## src/rtl/ami_pkg.sv

```systemverilog
package ami_pkg;

    typedef enum logic [1:0] {
        SYM_ZERO = 2'd0,
        SYM_POS  = 2'd1,
        SYM_NEG  = 2'd2,
        SYM_BAD  = 2'd3
    } sym_e;

    function automatic sym_e classify(input logic p, input logic n);
        sym_e s;
        case ({p, n})
            2'b10:   s = SYM_POS;
            2'b01:   s = SYM_NEG;
            2'b11:   s = SYM_BAD;
            default: s = SYM_ZERO;
        endcase
        return s;
    endfunction

    typedef struct packed {
        logic pos;
        logic neg;
        logic next_neg;
    } enc_state_t;

endpackage

```

## src/rtl/ami_encoder.sv

```systemverilog
module ami_encoder
    import ami_pkg::*;
(
    input  logic clk,
    input  logic rst_n,
    input  logic en,
    input  logic inv_mode,
    input  logic data_in,
    output logic line_pos,
    output logic line_neg
);

    enc_state_t st_d, st_q;
    logic       mark;

    always_comb begin
        st_d = st_q;
        mark = data_in ^ inv_mode;
        if (en) begin
            st_d.pos = mark & ~st_q.next_neg;
            st_d.neg = mark & st_q.next_neg;
            if (mark) begin
                st_d.next_neg = ~st_q.next_neg;
            end
        end
    end

    always_ff @(posedge clk) begin
        if (!rst_n) begin
            st_q <= '0;
        end else begin
            st_q <= st_d;
        end
    end

    assign line_pos = st_q.pos;
    assign line_neg = st_q.neg;

endmodule

```

## src/rtl/ami_decoder.sv

```systemverilog
module ami_decoder
    import ami_pkg::*;
#(
    parameter int MAX_ZERO_RUN = 15
) (
    input  logic clk,
    input  logic rst_n,
    input  logic en,
    input  logic inv_mode,
    input  logic line_pos,
    input  logic line_neg,
    output logic out_valid,
    output logic out_bit,
    output logic out_bpv,
    output logic out_zrun,
    output logic out_bad
);

    localparam int RUN_W = $clog2(MAX_ZERO_RUN + 2);
    localparam logic [RUN_W-1:0] RUN_SAT = RUN_W'(MAX_ZERO_RUN + 1);
    localparam logic [RUN_W-1:0] RUN_LIM = RUN_W'(MAX_ZERO_RUN);

    typedef struct packed {
        logic             valid;
        logic             dat;
        logic             bpv;
        logic             zrun;
        logic             bad;
        logic             seen;
        logic             last_neg;
        logic [RUN_W-1:0] run;
    } dec_state_t;

    dec_state_t       st_d, st_q;
    sym_e             sym;
    logic [RUN_W-1:0] run_inc;

    always_comb begin
        st_d       = st_q;
        st_d.valid = en;
        st_d.dat   = 1'b0;
        st_d.bpv   = 1'b0;
        st_d.zrun  = 1'b0;
        st_d.bad   = 1'b0;
        sym        = classify(line_pos, line_neg);
        run_inc    = (st_q.run == RUN_SAT) ? st_q.run : st_q.run + 1'b1;
        if (en) begin
            case (sym)
                SYM_BAD: begin
                    st_d.bad = 1'b1;
                    st_d.dat = inv_mode;
                end
                SYM_POS, SYM_NEG: begin
                    st_d.dat      = ~inv_mode;
                    st_d.bpv      = st_q.seen && (st_q.last_neg == (sym == SYM_NEG));
                    st_d.last_neg = (sym == SYM_NEG);
                    st_d.seen     = 1'b1;
                    st_d.run      = '0;
                end
                default: begin
                    st_d.dat  = inv_mode;
                    st_d.run  = run_inc;
                    st_d.zrun = run_inc > RUN_LIM;
                end
            endcase
        end
    end

    always_ff @(posedge clk) begin
        if (!rst_n) begin
            st_q <= '0;
        end else begin
            st_q <= st_d;
        end
    end

    assign out_valid = st_q.valid;
    assign out_bit   = st_q.dat;
    assign out_bpv   = st_q.bpv;
    assign out_zrun  = st_q.zrun;
    assign out_bad   = st_q.bad;

endmodule

```

## src/rtl/ami_codec.sv

```systemverilog
module ami_codec #(
    parameter int MAX_ZERO_RUN = 15
) (
    input  logic clk,
    input  logic rst_n,
    input  logic en,
    input  logic inv_mode,
    input  logic tx_bit,
    output logic tx_pos,
    output logic tx_neg,
    input  logic rx_pos,
    input  logic rx_neg,
    output logic rx_valid,
    output logic rx_bit,
    output logic rx_bpv,
    output logic rx_zrun,
    output logic rx_invalid
);

    ami_encoder u_enc (
        .clk      (clk),
        .rst_n    (rst_n),
        .en       (en),
        .inv_mode (inv_mode),
        .data_in  (tx_bit),
        .line_pos (tx_pos),
        .line_neg (tx_neg)
    );

    ami_decoder #(
        .MAX_ZERO_RUN (MAX_ZERO_RUN)
    ) u_dec (
        .clk       (clk),
        .rst_n     (rst_n),
        .en        (en),
        .inv_mode  (inv_mode),
        .line_pos  (rx_pos),
        .line_neg  (rx_neg),
        .out_valid (rx_valid),
        .out_bit   (rx_bit),
        .out_bpv   (rx_bpv),
        .out_zrun  (rx_zrun),
        .out_bad   (rx_invalid)
    );

endmodule

```

## config.mk

```make
export PLATFORM = sky130hd
export DESIGN_NAME = ami_codec
export DESIGN_NICKNAME = d
export VERILOG_FILES = /design/src/rtl/ami_pkg.sv /design/src/rtl/ami_encoder.sv /design/src/rtl/ami_decoder.sv /design/src/rtl/ami_codec.sv
export SDC_FILE = /design/constraint.sdc
export NUM_CORES = 1
export LEC_CHECK = 0
export ABC_AREA = 1
export BUFFER_PORTS_ARGS = -buffer_cell sky130_fd_sc_hd__buf_2
export CAP_MARGIN = 20
export CORE_MARGIN = 3
export CORE_UTILIZATION = 40
export CTS_BUF_LIST = sky130_fd_sc_hd__clkbuf_4 sky130_fd_sc_hd__clkbuf_8
export CTS_CLUSTER_SIZE = 30
export DETAILED_ROUTE_END_ITERATION = 8
export HOLD_SLACK_MARGIN = 0.02
export SLEW_MARGIN = 20
export SYNTH_ARGS = -nofsm -noshare
export SYNTH_HDL_FRONTEND = slang
export SYNTH_SLANG_ARGS = --single-unit
```

## constraint.sdc

```tcl
create_clock -name clk -period 1.15 [get_ports clk]
set_input_delay 0.23 -clock clk [delete_from_list [all_inputs] [get_ports clk]]
set_output_delay 0.23 -clock clk [all_outputs]
set_load 0.01 [all_outputs]
```

[Yosys cells after proc, flatten, opt, wreduce, memory -nomap -nowiden]
Index checks and enable logic that the tools add are counted.
Word-level totals
  flip-flop bits (word level): 15
  output and inout bits: 7
  logic and storage cells: 42
Operators by class
  add/subtract/negate cells: 1
  magnitude comparators: 1
  eq/ne operators: 8
  multiplexer cells: 5
  bitwise gates (word level): 8
  reductions and logical operators: 8
Operator list (count)
  $pmux W5 S2: 1
  $eq A2 B2 Y1 const B: 4
  $reduce_and A2 Y1: 4
  $pmux W2 S3: 1
  $add A5 B1 Y5 const B: 1
  $eq A5 B5 Y1 const B: 1
  $gt A5 B4 Y1 const B: 1
  $mux W5: 1
  $not A1 Y1: 5
  $reduce_or A5 Y1: 1
  $eq A2 B1 Y1 const B: 2
  $reduce_and A3 Y1: 1
  $and A1 B1 Y1: 2
  $mux W1: 2
  $reduce_or A2 Y1: 1
  $eq A1 B1 Y1: 1
  $logic_and A1 B1 Y1: 1
  $xor A1 B1 Y1: 1

[Logic depth before layout (Yosys ltp)]
Gate-level depths: netlist of run 1.
  word-level depth: 5
  mapped depth: 9
  mapped depth without buffers: 9

[Modules after synthesis]
A second synthesis of run 1 with hierarchy kept.
Unflattened totals
  cells, all modules: 100
  area total of the unflattened synthesis: 715.7 sq um
Modules (own cells, without submodules)
  ami_decoder: instances 1, cells an instance 78, area each 574.3 sq um, sequential area each 240.2 sq um
  ami_encoder: instances 1, cells an instance 22, area each 141.4 sq um, sequential area each 60.1 sq um

[Worst setup path before layout of run 1]
No wires, ideal clock.
  kind: flip-flop to flip-flop
  start point: register u_dec.st_q[0] (netlist name)
  end point: register u_dec.st_q, in the netlist u_dec.out_zrun
  data arrival time: 1127 ps
  data required time: 1086 ps
  setup slack: -41 ps
  stages on the path, launching flop included: 9
  path buffers: 0
  path through: dfxtp_1 -> inv_1 -> ha_1 -> nand2_1 -> nor2_1 -> nand3_1 -> nor2_1 -> nor2_1 -> nor2_1
Between the ends
  cells in the longest elaborated chain, start to end: 3
Ends and longest elaborated chain
  from (decl): RTL line ami_decoder.sv:34  | dec_state_t st_d, st_q;
  from (signal assigned): RTL line ami_decoder.sv:73  | st_q <= st_d;
  $add A5 B1 Y5 or $eq A5 B5 Y1 (tied branches): RTL line ami_decoder.sv:46  | run_inc = (st_q.run == RUN_SAT) ? st_q.run : st_q.run + 1'b1;
  $mux W5 *: RTL line ami_decoder.sv:46
  $gt A5 B4 Y1 *: RTL line ami_decoder.sv:63  | st_d.zrun = run_inc > RUN_LIM;
Every way passes the cells marked *; elsewhere a longest branch is shown, timed or not.
A chain may end at the register's enable or synchronous reset.

[Worst setup path after layout of run 1]
Same ends and word-level chain as after synthesis.

==> run summary, run 1 <==
routed len/inst = 10.2 um
clk slew on worst S/H paths = 80 ps
Post-DRT Antenna Nets = 0
clk sinks = 15
initial antenna violation count = 0
Seq/Total Area, Yosys = 41.0%
gpl congestion = 0.828
worst-skew pair later-pin latency = 280 ps
hold_ws = 205 ps
Top Ports = 14
Final Skew = 1.03 ps
Max clock buf depth = 2
Setup CP Type = reg -> reg
H-tree depth = 1
leakage = 0.446 nW
GRT Residual Overflow = 0
row count = 14
number of global-route vias before repair = 589
total track usage = 13.5%
DRC Markers = 0
first-pass GRT wire length = 2480 um
maximum vdd drop = 0.661 mV
hold crit path type = in -> reg
final WL = 1480 um
hpwl dp = 1120 um
most frequent cells in the layout = nand2_1, buf_2, dfxtp_1
Mapped Area = 732 sq um
pwr dens = 1070 nW/um^2
final std cells w/o fill = 145
Worst Path Max Fanout = 3
Slew Limit Fails = 0
DRT Pass-1 Iters = 4
IO buf count = 13
Iter 0 DRT Violations = 8
run status = finished, violations left
slowest stage delay, CP = 380 ps
final period demand of the worst path = 1180 ps
Rel. slew slack = 75.4%
syn avg cell area = 7.62 sq um
CP max-delay cell = dfxtp_4
# setup viols final = 1
initial core utilization = 45.4%
Syn Nets = 109
buffers plus inverters on the worst setup path = 1
largest net degree at the start of global routing = 12
Synth cell types = 20
routed vias/inst = 4.59
ANT cells = 0
CP Data Required Time = 1380 ps
CTS Root Cell = clkbuf_4
via count = 666
DIE HEIGHT = 48.8 um
most used cell, CP = nor2_1
final hold violation count = 0
Setup crit end kind = register
most common cell after layout, fill and taps aside = nand2_1
Worst Tran Pin Value = 368 ps
max_cap viols = 0
Core ar. = 1610 sq um
cell chain of the critical path = inv_4 > ha_4 > nand2_2 > nor2_1 > nand3_1 > nor2_1 > nor2_1 > nor2_1
synthesized flop and latch total = 15
Final Cycle Share = 102%
ratio of cells with drive above 1 in the final layout = 38.0%
Worst Setup Start Kind = register
Mapped Cells = 96
crit path DAT = 1400 ps
Final #Nets = 135
Yosys warnings = 0
Cells after DPL = 140
RSZ-0062 raised after global routing = true
die width = 48.8 um
Synth-to-Final Area Change = 33.0%
f_max = 850 MHz
total power = 0.00104 W
die area = 2380 sq um
total CTS buffers = 3
fillcell total = 149
CTS tree = built
PnR worst setup slack = -25.9 ps
Top delay family on crit path = simple AND/OR/NAND/NOR gates
failing checks = setup timing
==> cells in the mapped netlist (all sizes together) <==
library cell | number | area [sq um]
nand4 | 1 | 6.26
clkinv | 1 | 3.75
xor2 | 2 | 17.5
nor2 | 13 | 58.8
xnor2 | 1 | 8.76
a21oi | 10 | 53.8
nor3b | 1 | 12.5
o21ai | 3 | 15.0
inv | 13 | 48.8
nor4 | 1 | 6.26
nand3 | 6 | 30.0
nand2 | 21 | 83.8
clkbuf | 1 | 3.75
ha | 6 | 75.1
nand3b | 1 | 7.51
dfxtp | 15 | 300
==> metrics by stage <==
| stage | instance area, sq um | setup TNS, ps | utilization (%) | worst slack, ps |
|---|---|---|---|---|
| CTS | 937 | -32.6 | 58.2 | -32.6 |
| finish | 973 | -25.9 | 60.4 | -25.9 |
| detailed placement | 885 | -457 | 54.9 | -90.1 |
| floorplan | 733 | 0 | - | 11.5 |
| global placement | 885 | -233 | 54.9 | -72.3 |
| global route | 973 | -187 | 60.4 | -108 |
==> flip-flops by register name, indices dropped and copies added (netlist names) <==
register / flops
u_dec.st_q: 7
u_dec.out_bad: 1
u_dec.out_bit: 1
u_dec.out_bpv: 1
u_dec.out_valid: 1
u_dec.out_zrun: 1
u_enc.line_neg: 1
u_enc.line_pos: 1
u_enc.st_q: 1
==> path summary, 6_finish.rpt <==
kind	startpoint	end	slack, ps	cells after the start
min reg2reg	u_dec.st_q[6]$_SDFFE_PN0P_	u_dec.out_bpv$_SDFF_PN0_	460	2
max reg2reg	u_dec.st_q[0]$_SDFFE_PN0P_	u_dec.out_zrun$_SDFF_PP0_	-30	8
min	inv_mode	u_dec.out_bit$_SDFF_PN0_	210	3
max	u_dec.st_q[0]$_SDFFE_PN0P_	u_dec.out_zrun$_SDFF_PP0_	-30	8
==> power breakdown <==
group          internal (W)  switching (W)
Sequential         0.000539      0.0000116
Combinational     0.0000825      0.0000920
Clock              0.000158       0.000159
Total              0.000780       0.000262
==> cells by family after synthesis <==
kind of cell,share of synthesized area [%]
buf+inv,7.69
simple gates,28.0
flops,41.0
xor+xnor,3.59
compound gates,9.40
fa+ha+maj,10.3
==> what timing repair did <==
action | in CTS | in global routing
setup endpoints to repair | 2 | 4
pin swaps | 3 | 8
hold buffers | 0 | 0
setup buffers | 0 | 1
gates resized for setup | 7 | 13
gates cloned | 0 | 0
==> routing by layer <==
layer  global-route usage (%)  wire, um  vias up
li1                         -         -      352
met3                     5.50        62        2
met4                     5.69        10        0
met2                     21.3       734       13
met1                     16.2       674      299
met5                        0         0        -
==> cell type report <==
class / count / area [sq um] / share of cell area, %
clock buffers: 4 / 30.0 / 3.08
inverters: 14 / 57.6 / 5.91
multi-input cells: 66 / 418 / 42.9
flip-flops and latches: 15 / 305 / 31.4
well taps: 24 / 30.0 / 3.08
repair buffers: 22 / 133 / 13.6
==> worst reg2reg max path: stages (launching register included) <==
cell and delay [ps]:
dfxtp_4 380, inv_4 50, ha_4 260, nand2_2 40, nor2_1 90, nand3_1 70, nor2_1 110, nor2_1 60
nor2_1 80
No activity file was read; power rests on OpenSTA's default activity.
==> run 2, diff against run 1 <==
--- a/config.mk
+++ b/config.mk
@@ -15,4 +15,5 @@
 export DETAILED_ROUTE_END_ITERATION = 8
 export HOLD_SLACK_MARGIN = 0.02
+export SKIP_CTS_REPAIR_TIMING = 1
 export SLEW_MARGIN = 20
 export SYNTH_ARGS = -nofsm -noshare
==> constraint.sdc (replaced) <==
create_clock -name clk -period 1.15 [get_ports clk]
set_input_delay 0.0575 -clock clk [delete_from_list [all_inputs] [get_ports clk]]
set_output_delay 0.0575 -clock clk [all_outputs]
set_load 0.01 [all_outputs]
==> run 2 against run 1 <==
The flow still finishes with violations (setup timing). Final area decreased by 8.0%. Combinational power decreased by 17%. Clock skew increased by 4.5 ps. Flip-flop and latch count unchanged. Critical path depth unchanged. Power decreased by 2.7%. Hold slack got worse by 160 ps. Routed wire length decreased by 7.2%. Maximum frequency increased by 1.4%. Sequential power about the same. Count of clock-buffer cells in the layout unchanged. Largest cell class unchanged.
==> run summary, run 2 (same netlist as run 1, synthesis figures left out) <==
initial core utilization = 45.4%
Top Ports = 14
GRT Residual Overflow = 0
DRT Pass-1 Iters = 4
Flop pwr share = 54.2%
DIE HEIGHT = 48.8 um
routed len/inst = 9.88 um
slowest stage delay, CP = 360 ps
largest net degree at the start of global routing = 12
combinational power share = 14.4%
hold crit path type = in -> reg
Hold Crit Depth = 3
reg2reg setup slack = -10 ps
Final Skew = 5.54 ps
final period demand of the worst path = 1160 ps
fillcell total = 169
die width = 48.8 um
Post-DRT Antenna Nets = 0
final WL = 1370 um
Worst Setup Start Kind = register
# setup viols final = 1
CP Data Required Time = 1380 ps
Worst Tran Pin Value = 379 ps
Register-to-Register Path Depth = 8
via count = 645
gpl congestion = 0.785
run status = finished, violations left
switching pwr = 0.000255 W
CTS Root Cell = clkbuf_4
clk slew on worst S/H paths = 80 ps
Setup CP Type = reg -> reg
CTS tree = built
post-place setup slack = -9.49 ps
beginning of the worst register-to-register path = u_dec.st_q[0]$_SDFFE_PN0P_
max reg flops = 7
ratio of cells with drive above 1 in the final layout = 29.6%
Rel. slew slack = 74.7%
buffers plus inverters on the worst setup path = 1
ANT cells = 0
final hold violation count = 0
clock group share of total power = 31.4%
Hold Path End = u_dec.out_valid$_SDFF_PN0_
crit path DAT = 1390 ps
setup TNS = -10.1 ps
clk sinks = 15
pwr dens = 1130 nW/um^2
number of global-route vias before repair = 511
f_max = 862 MHz
DRC Markers = 0
most frequent cells in the layout = nand2_1, buf_2, dfxtp_1
hpwl dp = 1030 um
cell chain of the critical path = inv_2 > ha_4 > nand2_2 > nor2_1 > nand3_1 > nor2_1 > nor2_1 > nor2_1
H-tree depth = 1
Cell Int Power = 0.000759 W
sw frac = 25.1%
Core ar. = 1610 sq um
Max clock buf depth = 2
CP max-delay cell = dfxtp_2
Final Cycle Share = 101%
IO buf count = 13
maximum vdd drop = 0.798 mV
routed vias/inst = 4.64
failing checks = setup timing
Top delay family on crit path = simple AND/OR/NAND/NOR gates
Multi-input gate area = 393 sq um
Setup crit end kind = register
worst-skew pair later-pin latency = 280 ps
initial antenna violation count = 0
critical hold path startpoint = rst_n
Iter 0 DRT Violations = 14
most used cell, CP = nor2_1
total CTS buffers = 3
die area = 2380 sq um
RSZ-0062 raised after global routing = true
Synth-to-Final Area Change = 22.4%
Worst R2R End = u_dec.out_zrun$_SDFF_PP0_
row count = 14
max_cap viols = 0
first-pass GRT wire length = 2140 um
Worst Path Max Fanout = 3
total track usage = 11.6%
Final #Nets = 129
register area = 303 sq um
Most flops, register = u_dec.st_q
most common cell after layout, fill and taps aside = nand2_1
leakage = 0.418 nW
PnR worst setup slack = -10.1 ps
Slew Limit Fails = 0
## run 2: layout make-up
cell class / instances / area share, %
Sequential cell: 15 / 33.8
Tap cell: 24 / 3.35
Timing Repair Buffer: 16 / 9.78
Clock buffer: 4 / 3.35
Inverter: 14 / 5.87
Multi-Input combinational cell: 66 / 43.9
## run 2: per-stage QoR
stage / util (%) / cell area, sq um / total power [W] / cells / hold slack, ps
2_1_floorplan: - / 733 / 0.000648 / 96 / 197
3_3_place_gp: 52.6 / 847 / 0.000696 / 135 / 327
3_5_place_dp: 52.6 / 847 / 0.000699 / 135 / 342
4_1_cts: 54.4 / 877 / 0.00101 / 139 / 42.2
5_1_grt: 55.6 / 896 / 0.00107 / 139 / 74.0
6_report: 55.6 / 896 / 0.00101 / 139 / 42.0
## run 2: power by group through the flow
stage | clock, W | sequential [W] | combinational, W
2_1_floorplan | 0 | 0.000567 | 0.0000812
3_3_place_gp | 0 | 0.000561 | 0.000135
3_5_place_dp | 0 | 0.000561 | 0.000137
4_1_cts | 0.000326 | 0.000549 | 0.000138
5_1_grt | 0.000350 | 0.000552 | 0.000164
6_report | 0.000319 | 0.000550 | 0.000146
## run 2: worst min-delay path: stages
cell and delay (ps):
buf_2 90, nand2_1 80, inv_1 70
## run 2: worst max path at each step
stage / startpoint / end / slack, ps / depth (start not counted)
floorplan: u_dec.st_q[1]$_SDFFE_PN0P_ / u_dec.out_zrun$_SDFF_PP0_ / 10 / 8
global placement: u_dec.st_q[1]$_SDFFE_PN0P_ / u_dec.out_zrun$_SDFF_PP0_ / 9 / 8
detailed placement: u_dec.st_q[0]$_SDFFE_PN0P_ / u_dec.out_zrun$_SDFF_PP0_ / -9 / 8
CTS: u_dec.st_q[0]$_SDFFE_PN0P_ / u_dec.out_zrun$_SDFF_PP0_ / -30 / 8
global route: u_dec.st_q[0]$_SDFFE_PN0P_ / u_dec.out_zrun$_SDFF_PP0_ / -110 / 8
finish: u_dec.st_q[0]$_SDFFE_PN0P_ / u_dec.out_zrun$_SDFF_PP0_ / -10 / 8
## run 2: metal layers
metal	track usage [%]	wire, um	vias to the layer above
met5	0	0	-
met4	5.69	21	0
met3	4.59	86	5
met2	17.6	634	19
met1	14.2	631	281
li1	-	-	340
